==> config.mk <==
export PLATFORM = sky130hd
export DESIGN_NAME = pwm_bank
export DESIGN_NICKNAME = d
export VERILOG_FILES = /design/src/rtl/pwm_bank_pkg.sv /design/src/rtl/pwm_bank_regs.sv /design/src/rtl/pwm_bank_prescale.sv /design/src/rtl/pwm_bank_chan.sv /design/src/rtl/pwm_bank.sv
export SDC_FILE = /design/constraint.sdc
export NUM_CORES = 1
export LEC_CHECK = 0
export BUFFER_PORTS_ARGS = -buffer_cell sky130_fd_sc_hd__buf_4
export CORE_ASPECT_RATIO = 0.75
export CORE_UTILIZATION = 30
export DETAILED_ROUTE_END_ITERATION = 10
export GPL_ROUTABILITY_DRIVEN = 0
export MAX_ROUTING_LAYER = met4
export PLACE_DENSITY = 0.49
export SETUP_SLACK_MARGIN = 0.4
export SYNTH_ARGS = -nofsm -noshare
export SYNTH_HDL_FRONTEND = slang
export SYNTH_SLANG_ARGS = --single-unit
export TNS_END_PERCENT = 5
==> constraint.sdc <==
create_clock -name clk_i -period 7.6 [get_ports clk_i]
set_clock_uncertainty 0.05 [all_clocks]
set_input_delay 0.38 -clock clk_i [delete_from_list [all_inputs] [get_ports clk_i]]
set_output_delay 0.38 -clock clk_i [all_outputs]
set_load 0.05 [all_outputs]
==> src/rtl/pwm_bank_pkg.sv <==
package pwm_bank_pkg;
  localparam int WORD_W    = 32;
  localparam int EN_BIT    = 31;
  localparam int DUTY_LSB  = 16;
  localparam int DUTY_W    = 8;
  localparam int SCALE_LSB = 0;
  localparam int SCALE_W   = 13;
  localparam int PHASE_W   = DUTY_W;

  typedef struct packed {
    logic               en;
    logic [DUTY_W-1:0]  duty;
    logic [SCALE_W-1:0] scale;
  } chan_cfg_t;

  function automatic chan_cfg_t word_to_cfg(input logic [WORD_W-1:0] w);
    chan_cfg_t c;
    c.en    = w[EN_BIT];
    c.duty  = w[DUTY_LSB +: DUTY_W];
    c.scale = w[SCALE_LSB +: SCALE_W];
    return c;
  endfunction

  function automatic logic [WORD_W-1:0] cfg_to_word(input chan_cfg_t c);
    logic [WORD_W-1:0] w;
    w = '0;
    w[EN_BIT]                = c.en;
    w[DUTY_LSB +: DUTY_W]    = c.duty;
    w[SCALE_LSB +: SCALE_W]  = c.scale;
    return w;
  endfunction
endpackage

==> src/rtl/pwm_bank_regs.sv <==
module pwm_bank_regs
  import pwm_bank_pkg::*;
#(
  parameter int NUM_CH = 4,
  parameter int ADDR_W = 8
) (
  input  logic              clk_i,
  input  logic              rst_ni,
  input  logic [ADDR_W-1:0] addr_i,
  input  logic              wr_en_i,
  input  logic [WORD_W-1:0] wr_data_i,
  output logic [WORD_W-1:0] rd_data_o,
  output chan_cfg_t         cfg_o [NUM_CH]
);
  localparam int IDX_W = ADDR_W - 4;

  logic [IDX_W-1:0] idx;
  logic             hit;
  chan_cfg_t        wr_cfg;
  logic             unused_rsvd;

  assign idx         = addr_i[ADDR_W-1:4];
  assign hit         = (addr_i[3:0] == 4'd0) && (32'(idx) < NUM_CH);
  assign wr_cfg      = word_to_cfg(wr_data_i);
  assign unused_rsvd = ^{wr_data_i[30:24], wr_data_i[15:13]};

  for (genvar g = 0; g < NUM_CH; g++) begin : g_word
    logic      wr_sel;
    chan_cfg_t cfg_q;

    assign wr_sel = wr_en_i && hit && (32'(idx) == g);

    always_ff @(posedge clk_i or negedge rst_ni) begin
      if (!rst_ni)      cfg_q <= '0;
      else if (wr_sel)  cfg_q <= wr_cfg;
    end

    assign cfg_o[g] = cfg_q;
  end

  always_comb begin
    rd_data_o = '0;
    for (int i = 0; i < NUM_CH; i++) begin
      if (hit && (32'(idx) == i)) rd_data_o = cfg_to_word(cfg_o[i]);
    end
  end
endmodule

==> src/rtl/pwm_bank_prescale.sv <==
module pwm_bank_prescale #(
  parameter int CNT_W = 13
) (
  input  logic             clk_i,
  input  logic             rst_ni,
  input  logic             clr_i,
  input  logic [CNT_W-1:0] limit_i,
  output logic             tick_o
);
  logic [CNT_W-1:0] cnt_q, cnt_d;
  logic             at_limit;

  assign at_limit = (cnt_q == limit_i);
  assign tick_o   = !clr_i && at_limit;

  always_comb begin
    if (clr_i || at_limit) cnt_d = '0;
    else                   cnt_d = cnt_q + CNT_W'(1);
  end

  always_ff @(posedge clk_i or negedge rst_ni) begin
    if (!rst_ni) cnt_q <= '0;
    else         cnt_q <= cnt_d;
  end
endmodule

==> src/rtl/pwm_bank_chan.sv <==
module pwm_bank_chan
  import pwm_bank_pkg::*;
(
  input  logic               clk_i,
  input  logic               rst_ni,
  input  chan_cfg_t          cfg_i,
  output logic               pwm_o,
  output logic               run_o,
  output logic [PHASE_W-1:0] phase_o,
  output logic [DUTY_W-1:0]  duty_o
);
  logic               run_q, run_d;
  logic [PHASE_W-1:0] phase_q, phase_d;
  logic [DUTY_W-1:0]  duty_q, duty_d;
  logic [SCALE_W-1:0] scale_q, scale_d;
  logic               start, going, tick, wrap, load;

  assign start = cfg_i.en && !run_q;
  assign going = cfg_i.en && run_q;
  assign wrap  = tick && (phase_q == '1);
  assign load  = start || wrap;

  pwm_bank_prescale #(.CNT_W(SCALE_W)) presc_i (
    .clk_i   (clk_i),
    .rst_ni  (rst_ni),
    .clr_i   (!going),
    .limit_i (scale_q),
    .tick_o  (tick)
  );

  always_comb begin
    run_d = cfg_i.en;
    if (!going)    phase_d = '0;
    else if (tick) phase_d = phase_q + PHASE_W'(1);
    else           phase_d = phase_q;
    duty_d  = load ? cfg_i.duty  : duty_q;
    scale_d = load ? cfg_i.scale : scale_q;
  end

  always_ff @(posedge clk_i or negedge rst_ni) begin
    if (!rst_ni) begin
      run_q   <= 1'b0;
      phase_q <= '0;
      duty_q  <= '0;
      scale_q <= '0;
    end else begin
      run_q   <= run_d;
      phase_q <= phase_d;
      duty_q  <= duty_d;
      scale_q <= scale_d;
    end
  end

  assign pwm_o   = going && (phase_q < duty_q);
  assign run_o   = run_q;
  assign phase_o = phase_q;
  assign duty_o  = duty_q;
endmodule

==> src/rtl/pwm_bank.sv <==
module pwm_bank
  import pwm_bank_pkg::*;
#(
  parameter int NUM_CH = 4,
  parameter int ADDR_W = 8
) (
  input  logic              clk_i,
  input  logic              rst_ni,
  input  logic [ADDR_W-1:0] addr_i,
  input  logic              wr_en_i,
  input  logic [31:0]       wr_data_i,
  output logic [31:0]       rd_data_o,
  output logic [NUM_CH-1:0] pwm_o
);
  logic [1:0] rst_pipe_q;
  logic       rst_n_int;

  always_ff @(posedge clk_i or negedge rst_ni) begin
    if (!rst_ni) rst_pipe_q <= 2'b00;
    else         rst_pipe_q <= {rst_pipe_q[0], 1'b1};
  end
  assign rst_n_int = rst_pipe_q[1];

  chan_cfg_t                       cfg [NUM_CH];
  logic [NUM_CH-1:0]               en_w;
  logic [NUM_CH-1:0]               run_w;
  logic [NUM_CH-1:0][PHASE_W-1:0]  phase_w;
  logic [NUM_CH-1:0][DUTY_W-1:0]   duty_w;

  pwm_bank_regs #(.NUM_CH(NUM_CH), .ADDR_W(ADDR_W)) regs_i (
    .clk_i     (clk_i),
    .rst_ni    (rst_n_int),
    .addr_i    (addr_i),
    .wr_en_i   (wr_en_i),
    .wr_data_i (wr_data_i),
    .rd_data_o (rd_data_o),
    .cfg_o     (cfg)
  );

  for (genvar g = 0; g < NUM_CH; g++) begin : g_chan
    assign en_w[g] = cfg[g].en;
    pwm_bank_chan chan_i (
      .clk_i   (clk_i),
      .rst_ni  (rst_n_int),
      .cfg_i   (cfg[g]),
      .pwm_o   (pwm_o[g]),
      .run_o   (run_w[g]),
      .phase_o (phase_w[g]),
      .duty_o  (duty_w[g])
    );
  end
endmodule

==> out/qor.yml, run 1 <==
logic_synthesis:
  avgSynthCellArea_um2: 10.49
  ys_ff_latch: 262
  synth.yosys.seq_area_share: 0.4736
  synth_area_leaders: "dfrtp_1 (47%), mux2_2 (9.4%), nand3_1 (6.0%)"
  netlist.area_leader.share: 0.4736
  synth.distinct_cells: 45
  yosys.area.top_type: "dfrtp_1"
  synth-edff-count: 0
  netlist_area_um2: 13840
  synth_cells: 1320
  ys_warn_count: 0
  async_flop_share: 1.000
  synth_ff_type: "dfrtp_1"
setup_path:
  worstSetupEndpoint: "pwm_o[2]"
  end_kind: "primary output"
  max_stage_delay_ns: 0.91
  critPathSlowestCell: "dfrtp_1"
  crit_start: "g_chan[2].chan_i.run_o"
  cp.arrival_ns: 2.87
  reg2reg_depth: 6
  critPathLaunchType: "flip-flop"
  r2r_setup_slack_ns: 4.52
  worstPathMaxFanout: 25
  crit_type: "flip-flop to primary output"
  required_ns: 7.17
  r2r-end: "g_chan[3].chan_i.scale_q[9]"
  crit_path_cell_trace: "nand2_1, or4_1, o311ai_0, buf_4"
  reg2reg_from: "g_chan[3].chan_i.presc_i.cnt_q[0]"
timing:
  min_period_ns: 3.298
  relSlewSlack: 0.2606
  slew_viol_final: 0
  fmax_mhz: 303.2
  post-route-period-util: 0.4339
  hold_viol: 0
  tightest_slew_ns: 1.103
  tns_ns: 0
  rsz0062_at_grt: "false"
  setup_viol: 0
clocking:
  insertion_delay_ns: 0.58
  ctsResizeCount: 0
  tritoncts: "yes"
  root_buffer: "clkbuf_16"
  clockBufferDepth: 3
  clk_pin_slew_ns: 0.06
  cts_htree_levels: 1
  numCtsBuffers: 27
  clkSinkCount: 262
place:
  place_inst: 1903
  io_buffers: 58
  dp_hpwl_um: 26700
power_and_ir_drop:
  power_frac_comb: 0.168
  power_frac_seq: 0.481
  p_int_mw: 2.723
  pwr_density_cell_nw_per_um2: 247.0
  p_leak_nw: 6.955
  clkPwrFrac: 0.352
  irDropWorstVdd_uv: 177.9
  p_sw_mw: 1.170
  p_sw_frac: 0.3005
detailed_routing:
  wl_um: 38130
  wl_met1_um: 19380
  drc: 0
  wire_per_inst_um: 19.48
  wl_met3_um: 2166
  firstDrtPassIters: 5
  dr.max_layer_used: "met4"
  first_iter_violations: 776
  vias_per_cell: 5.185
  ant_nets: 0
  route.met2.wl_um: 15930
  vias: 10150
global_routing:
  grtUsageTotal: 0.1699
  overflow: 0
  grt_pass1_vias: 10070
  grt_max_degree: 141
  antenna_found_initial: 1
  grt_pass1_wl_um: 60890
die:
  start_util: 0.3069
  coreArea_um2: 45100
  die_area_um2: 47020
  num_rows: 67
  dieWidth_um: 250.0
  io_pins: 79
  die_h_um: 188.0
layout:
  layout-drive-gt1-share: 0.1993
  fin_cells: 1957
  final_nets: 1429
  fin_util: 0.3495
  final_common_cell: "dfrtp_1"
  areaGrowthSynthToFinish_pct: 13.86
  mostFrequentLayoutCells: "dfrtp_1 (261), nand3_1 (166), mux2_2 (115)"
hold_path:
  hold_class: "primary input to flip-flop"
  hold_start: "wr_data_i[17]"
status:
  status: "complete, no violations"
job:
  maxCapViolCount: 0
## layer usage
metal	vias up	track usage
li1	4760	-
met3	44	0.03040
met1	5127	0.2569
met2	217	0.2352
met4	0	0.03020
met5	-	-
## worst max-delay path: cells and delay by family (launching register included)
family | cells | cell delay, ns
simple gates | 2 | 0.92
flops | 1 | 0.91
buf+inv | 1 | 0.30
compound gates | 1 | 0.16
## sequential cells by signal, summed over array words and instances (netlist names)
register,count
g_chan.chan_i.run_o,4
regs_i.cfg_o,88
g_chan.chan_i.presc_i.cnt_q,52
g_chan.chan_i.duty_o,32
g_chan.chan_i.phase_o,32
rst_pipe_q,2
g_chan.chan_i.scale_q,52
## power by group through the flow
| stage | clock, mW | combinational, mW | sequential, mW |
|---|---|---|---|
| after floorplan | 0 | 0.527 | 1.81 |
| after global placement | 0 | 0.635 | 1.89 |
| after detailed placement | 0 | 0.656 | 1.90 |
| after CTS | 1.41 | 0.663 | 1.87 |
| after global routing | 1.46 | 0.756 | 1.91 |
| final | 1.37 | 0.652 | 1.87 |
## logic make-up (layout without fill, tap and decap cells)
| kind of cell | Yosys count | after routing | synth area share |
|---|---|---|---|
| buffers and inverters | 133 | 174 | 0.04239 |
| other | 2 | 12 | 0.0005425 |
| AOI/OAI and AO/OA | 129 | 129 | 0.06616 |
| muxes | 144 | 144 | 0.1347 |
| adders and majority gates | 36 | 36 | 0.03254 |
| and+or+nand+nor | 513 | 513 | 0.1862 |
| xor gates and xnor gates | 101 | 101 | 0.06390 |
| DFF | 262 | 262 | 0.4736 |
## metrics by stage
step           setup slack [ns]  hold WS, ns  total power [mW]  instance area [um2]
2_1_floorplan             3.253      0.03441             2.339                13880
3_3_place_gp              4.375       0.1129             2.524                14830
3_5_place_dp              4.487       0.1142             2.554                14830
4_1_cts                   4.259     0.003549             3.943                15760
5_1_grt                   4.040      0.01572             4.119                15760
6_report                  4.302      0.02985             3.893                15760
## what timing repair did
action | in CTS | in global routing
hold buffers | 4 | 0
setup buffers | 0 | 0
hold endpoints to repair | 10 | 0
## how the worst min path moves through the flow
stage / endpoint / depth (start not counted)
2_1_floorplan: rst_pipe_q[0] / 0
3_3_place_gp: rst_pipe_q[0] / 1
3_5_place_dp: rst_pipe_q[0] / 1
4_1_cts: regs_i.cfg_o[14] / 2
5_1_grt: regs_i.cfg_o[51] / 2
6_report: regs_i.cfg_o[14] / 2
## synth_stat cells (all sizes together), types with 5 or more instances
master	count
o21ai	13
buf	34
nor3	16
xnor2	34
and3	8
a21oi	21
clkbuf	55
nand4	17
a22oi	63
o211ai	8
inv	44
mux4	22
a21o	8
mux2	118
nor4	12
or4	19
nand2b	5
or3	51
xor2	67
and2	27
o31ai	6
nand3	166
nand2	108
ha	36
nor2	76
dfrtp	262
## area by class of cell
type	count	area, um2
inverter	44	165.2
tap	586	733.2
clock inverter	9	117.6
fill	4529	29340
clock buffer	40	774.5
timing repair buffer	81	630.6
sequential	262	6560
antenna	1	2.502
multi-input combinational	934	6778
No activity file was read; power rests on OpenSTA's default activity.
==> inputs of run 2 (changes only) <==
PLACE_DENSITY = 0.47   (was 0.49)
clock period = 3.25 ns   (was 7.6 ns; I/O delays follow)
==> out/qor.yml, run 2 (synthesis gave the netlist of run 1 again) <==
setup_path:
  max_stage_delay_ns: 0.48  # -0.43 ns
  critPathSlowestCell: "nor4_1"
  worstPathMaxFanout: 20  # -20%
  r2r-end: "g_chan[3].chan_i.duty_o[0]"
  reg2reg_from: "g_chan[3].chan_i.presc_i.cnt_q[6]"
  crit_path_cell_trace: "xor2_1, nor4_1, nand4_1, o41ai_4, buf_4, mux2_2"
  reg2reg_depth: 6  # unchanged
  crit_type: "flip-flop to flip-flop"
  required_ns: 3.66  # -3.51 ns
  end_kind: "flip-flop"
  crit_start: "g_chan[3].chan_i.presc_i.cnt_q[6]"
  critPathLaunchType: "flip-flop"
  cp.arrival_ns: 3.04  # +0.17 ns
  r2r_setup_slack_ns: 0.61  # -3.91 ns
layout:
  mostFrequentLayoutCells: "dfrtp_1 (260), nand3_1 (166), mux2_2 (115)"
  largest_register_ffs: 88  # unchanged
  final_common_cell: "dfrtp_1"
  final_area_um2: 16120  # +2.3%
  layout-drive-gt1-share: 0.2043  # +0.005000
  final_nets: 1464  # +2.4%
  areaGrowthSynthToFinish_pct: 16.47
  fillers: 4506  # -0.51%
power_and_ir_drop:
  p_sw_frac: 0.3012  # +0.0006811
  pwr_density_cell_nw_per_um2: 568.5  # +130%
  clkPwrFrac: 0.352  # about the same
  power_frac_comb: 0.174  # +0.006
  power_frac_seq: 0.474  # -0.007
  p_leak_nw: 7.139  # +2.6%
  irDropWorstVdd_uv: 359.3  # +100%
  p_int_mw: 6.405  # +140%
  p_sw_mw: 2.761  # +140%
global_routing:
  overflow: 0  # unchanged
  antenna_found_initial: 1  # unchanged
  grtUsageTotal: 0.1717  # +0.001849
  grt_pass1_vias: 10270  # +2.0%
  grt_pass1_wl_um: 61780  # +1.5%
  grt_max_degree: 66  # -53%
job:
  maxCapViolCount: 0  # unchanged
clocking:
  tritoncts: "yes"
  insertion_delay_ns: 0.57  # about the same
  clkSinkCount: 262  # unchanged
  cts_setup_buffers: 0  # unchanged
  clk_pin_slew_ns: 0.07  # about the same
  numCtsBuffers: 28  # +3.7%
  root_buffer: "clkbuf_16"
  cts_htree_levels: 1  # unchanged
  clockBufferDepth: 3  # unchanged
place:
  dpl_cell_area_um2: 14960  # +0.93%
  dp_hpwl_um: 27190  # +1.9%
  io_buffers: 58  # unchanged
  pre_cts_slack_ns: 0.6426  # -3.845 ns
timing:
  tns_ns: 0  # unchanged
  tightest_slew_ns: 0.8549  # -0.2482 ns
  setup_ws_ns: 0.6141  # -3.688 ns
  hold_viol: 0  # unchanged
  post-route-period-util: 0.8111
  slew_viol_final: 0  # unchanged
  relSlewSlack: 0.4287  # +0.1681
  fmax_mhz: 379.4
  worst_hold_slack_ns: 0.2721  # +0.2423 ns
  rsz0062_at_grt: "false"
  min_period_ns: 2.636
  setup_viol: 0  # unchanged
die:
  die_area_um2: 47020  # unchanged
  dieWidth_um: 250.0  # unchanged
  die_h_um: 188.0  # unchanged
  num_rows: 67  # unchanged
  coreArea_um2: 45100  # unchanged
  start_util: 0.3069  # unchanged
  io_pins: 79  # unchanged
detailed_routing:
  vias_per_cell: 5.172  # -0.25%
  vias: 10320  # +1.7%
  firstDrtPassIters: 5  # unchanged
  first_iter_violations: 665  # -14%
  wl_um: 38710  # +1.5%
  drc: 0  # unchanged
  ant_nets: 0  # unchanged
  wire_per_inst_um: 19.40  # -0.40%
status:
  status: "complete, no violations"
hold_path:
  hold_class: "flip-flop to async pin"
[run 2: cell count changes in the layout (fill, tap and decap cells not counted), sizes merged]
cell and change:
clkinv +3, bufinv -1, diode +3, clkbuf +1, buf +14, dlygate4sd3 +20, clkinvlp -2
[run 2: worst max-delay path, delay by kind of cell (launching register included)]
kind                      cells  cell delay [ns]
and+or+nand+nor               2             0.73
DFF                           1             0.43
AOI/OAI and AO/OA             1             0.39
muxes                         1             0.38
buffers and inverters         1             0.34
xor gates and xnor gates      1             0.18
[run 2: metal layers]
layer,routed length (um),GRT usage,up-vias,share of wire
met3,1512,0.02790,40,0.039
met4,845,0.03964,0,0.022
met2,15590,0.2301,194,0.40
met1,20760,0.2645,5239,0.54
met5,0,-,-,0
li1,-,-,4846,-
[run 2: power by group through the flow]
stage / Combinational (mW) / Clock, mW / Sequential, mW
floorplan: 1.23 / 0 / 4.24
global placement: 1.54 / 0 / 4.39
detailed placement: 1.58 / 0 / 4.41
CTS: 1.61 / 3.31 / 4.35
global route: 1.81 / 3.43 / 4.43
finish: 1.60 / 3.22 / 4.35
[run 2: worst max-delay path by stage]
| stage | to | slack (ns) | depth (start not counted) |
|---|---|---|---|
| after floorplan | g_chan[0].chan_i.duty_o[0] | 0.57 | 0 |
| after global placement | g_chan[3].chan_i.scale_q[10] | 0.63 | 6 |
| after detailed placement | g_chan[3].chan_i.duty_o[0] | 0.64 | 6 |
| after CTS | pwm_o[1] | 0.51 | 4 |
| after global routing | pwm_o[1] | 0.42 | 4 |
| final | g_chan[3].chan_i.duty_o[0] | 0.61 | 6 |
[run 2: repair_timing]
| action | in CTS | in global routing |
|---|---|---|
| hold buffers | 24 | 0 |
| setup endpoints to repair | 0 | 1 |
| hold endpoints to repair | 90 | 0 |
| resized for setup | 0 | 1 |
[run 2: through the flow]
step           cells  utilization  total power, mW
2_1_floorplan   1329            -            5.468
3_3_place_gp    1917       0.3318            5.929
3_5_place_dp    1917       0.3318            5.986
4_1_cts         1991       0.3572            9.271
5_1_grt         1992       0.3573            9.667
6_report        1995       0.3575            9.166
[run 2: layout make-up]
type,instances,area (um2),share of cell area
antenna,4,10.01,0.0006208
timing repair buffer,115,985.9,0.06115
inverter,44,165.2,0.01024
sequential,262,6561,0.4070
tap,586,733.2,0.04548
multi-input combinational,934,6760,0.4193
clock inverter,9,87.58,0.005432
clock buffer,41,819.5,0.05083
==> inputs of run 3 (changes only) <==
clock period = 2.5 ns   (was 3.25 ns; I/O delays follow)
==> out/qor.yml, run 3 (synthesis gave the netlist of run 1 again) <==
global_routing:
  grt_pass1_wl_um: 62900  # +1.8%
  grt_pass1_vias: 10460  # +1.8%
  overflow: 0  # unchanged
  grtUsageTotal: 0.1758  # +0.004083
  antenna_found_initial: 3  # +2
  grt_max_degree: 122  # +85%
detailed_routing:
  wl_um: 40070  # +3.5%
  firstDrtPassIters: 5  # unchanged
  wl_met3_um: 1750  # +16%
  vias: 10460  # +1.4%
  ant_nets: 0  # unchanged
  wl_met1_um: 20660  # -0.49%
  drc: 0  # unchanged
  wire_per_inst_um: 19.68  # +1.4%
  route.met2.wl_um: 16980  # +8.9%
  vias_per_cell: 5.137  # -0.68%
  dr.max_layer_used: "met4"
  first_iter_violations: 740  # +11%
layout:
  largest_register_ffs: 88  # unchanged
  final_area_um2: 17220  # +6.8%
  final_common_cell: "dfrtp_1"
  mostFrequentLayoutCells: "dfrtp_1 (235), nand3_1 (157), mux2_2 (104)"
  diodes: 0  # -4
  layout-drive-gt1-share: 0.3014  # +0.09711
  final_nets: 1511  # +3.2%
  areaGrowthSynthToFinish_pct: 24.36
setup_path:
  end_kind: "primary output"
  worstPathMaxFanout: 5  # -75%
  required_ns: 2.33  # -1.33 ns
  cp.arrival_ns: 2.24  # -0.80 ns
  critPathLaunchType: "flip-flop"
  crit_type: "flip-flop to primary output"
timing:
  tns_ns: 0  # unchanged
  relSlewSlack: 0.5224  # +0.09376
  tightest_slew_ns: 0.7164  # -0.1386 ns
  slew_viol_final: 0  # unchanged
  min_period_ns: 2.417
  rsz0062_at_grt: "true"
  hold_viol: 0  # unchanged
  setup_viol: 0  # unchanged
  fmax_mhz: 413.8
  post-route-period-util: 0.9667
die:
  start_util: 0.3069  # unchanged
  io_pins: 79  # unchanged
  die_area_um2: 47020  # unchanged
  num_rows: 67  # unchanged
  dieWidth_um: 250.0  # unchanged
  coreArea_um2: 45100  # unchanged
  die_h_um: 188.0  # unchanged
clocking:
  clkSinkCount: 262  # unchanged
  insertion_delay_ns: 0.60  # +0.03 ns
  numCtsBuffers: 30  # +7.1%
  clk_pin_slew_ns: 0.06  # about the same
  root_buffer: "clkbuf_16"
  tritoncts: "yes"
  cts_htree_levels: 1  # unchanged
  clockBufferDepth: 3  # unchanged
place:
  dp_hpwl_um: 27690  # +1.8%
  dpl_cell_area_um2: 15110  # +0.95%
  io_buffers: 58  # unchanged
hold_path:
  hold_class: "flip-flop to async pin"
status:
  status: "complete, no violations"
power_and_ir_drop:
  irDropWorstVdd_uv: 523.0  # +46%
  pwr_density_cell_nw_per_um2: 724.7  # +27%
  p_leak_nw: 7.549  # +5.7%
job:
  maxCapViolCount: 0  # unchanged
run 3: metal layers:
metal | vias up | GRT usage
li1 | 4918 | -
met1 | 5302 | 0.2666
met2 | 193 | 0.2462
met3 | 46 | 0.02693
met4 | 0 | 0.03115
met5 | - | -
run 3: metrics by stage:
stage                     utilization  std cells  power, mW  hold WS (ns)  setup WS [ns]
after detailed placement       0.3350       1936      7.878       -0.1419         0.1351
after global routing           0.3817       2036      13.16        0.1101       -0.01466
final                          0.3817       2036      12.48       0.09225        0.08322
after floorplan                     -       1329      7.108       -0.2206        -0.1767
after CTS                      0.3692       2032      12.45       0.09706        0.05509
after global placement         0.3350       1936      7.810       -0.1426         0.1009
run 3: cell type report:
type                            count  area (um2)
Sequential cell                   262        6593
Clock buffer                       43       859.6
Multi-Input combinational cell    934        7238
Inverter                           44       165.2
Tap cell                          586       733.2
Clock inverter                      7       87.58
Fill cell                        4437       27890
Timing Repair Buffer              160        1539
run 3: final timing paths:
kind	start	cells after the start	slack, ns	end
max in group asynchronous	rst_pipe_q[1]	1	1.33	regs_i.cfg_o[28]
max	g_chan[0].chan_i.phase_o[6]	5	0.08	pwm_o[0]
min	rst_pipe_q[1]	0	0.09	g_chan[2].chan_i.duty_o[0]
min in group clk_i	wr_en_i	5	0.14	regs_i.cfg_o[79]
min reg2reg	rst_pipe_q[1]	0	0.09	g_chan[2].chan_i.duty_o[0]
max reg2reg	g_chan[3].chan_i.presc_i.cnt_q[6]	9	0.11	g_chan[3].chan_i.scale_q[12]
run 3: what timing repair did:
item / CTS / global route
resized for setup: 33 / 147
pin swaps: 9 / 117
buffers inserted: 20 / 3
cloned: 2 / 1
hold buffers: 24 / 0
setup endpoints to repair: 141 / 183
endpoints found under the hold margin: 90 / 0
run 3: worst max-delay path, stage by stage (launching register included):
cell and delay, ns:
dfrtp_1 0.43, ha_1 0.30, or4_4 0.53, o311ai_4 0.10, buf_4 0.18, buf_8 0.13
run 3: power by group:
part	internal (mW)	switching [mW]
registers	4.92	0.744
clock network	2.47	1.85
logic	1.29	1.20
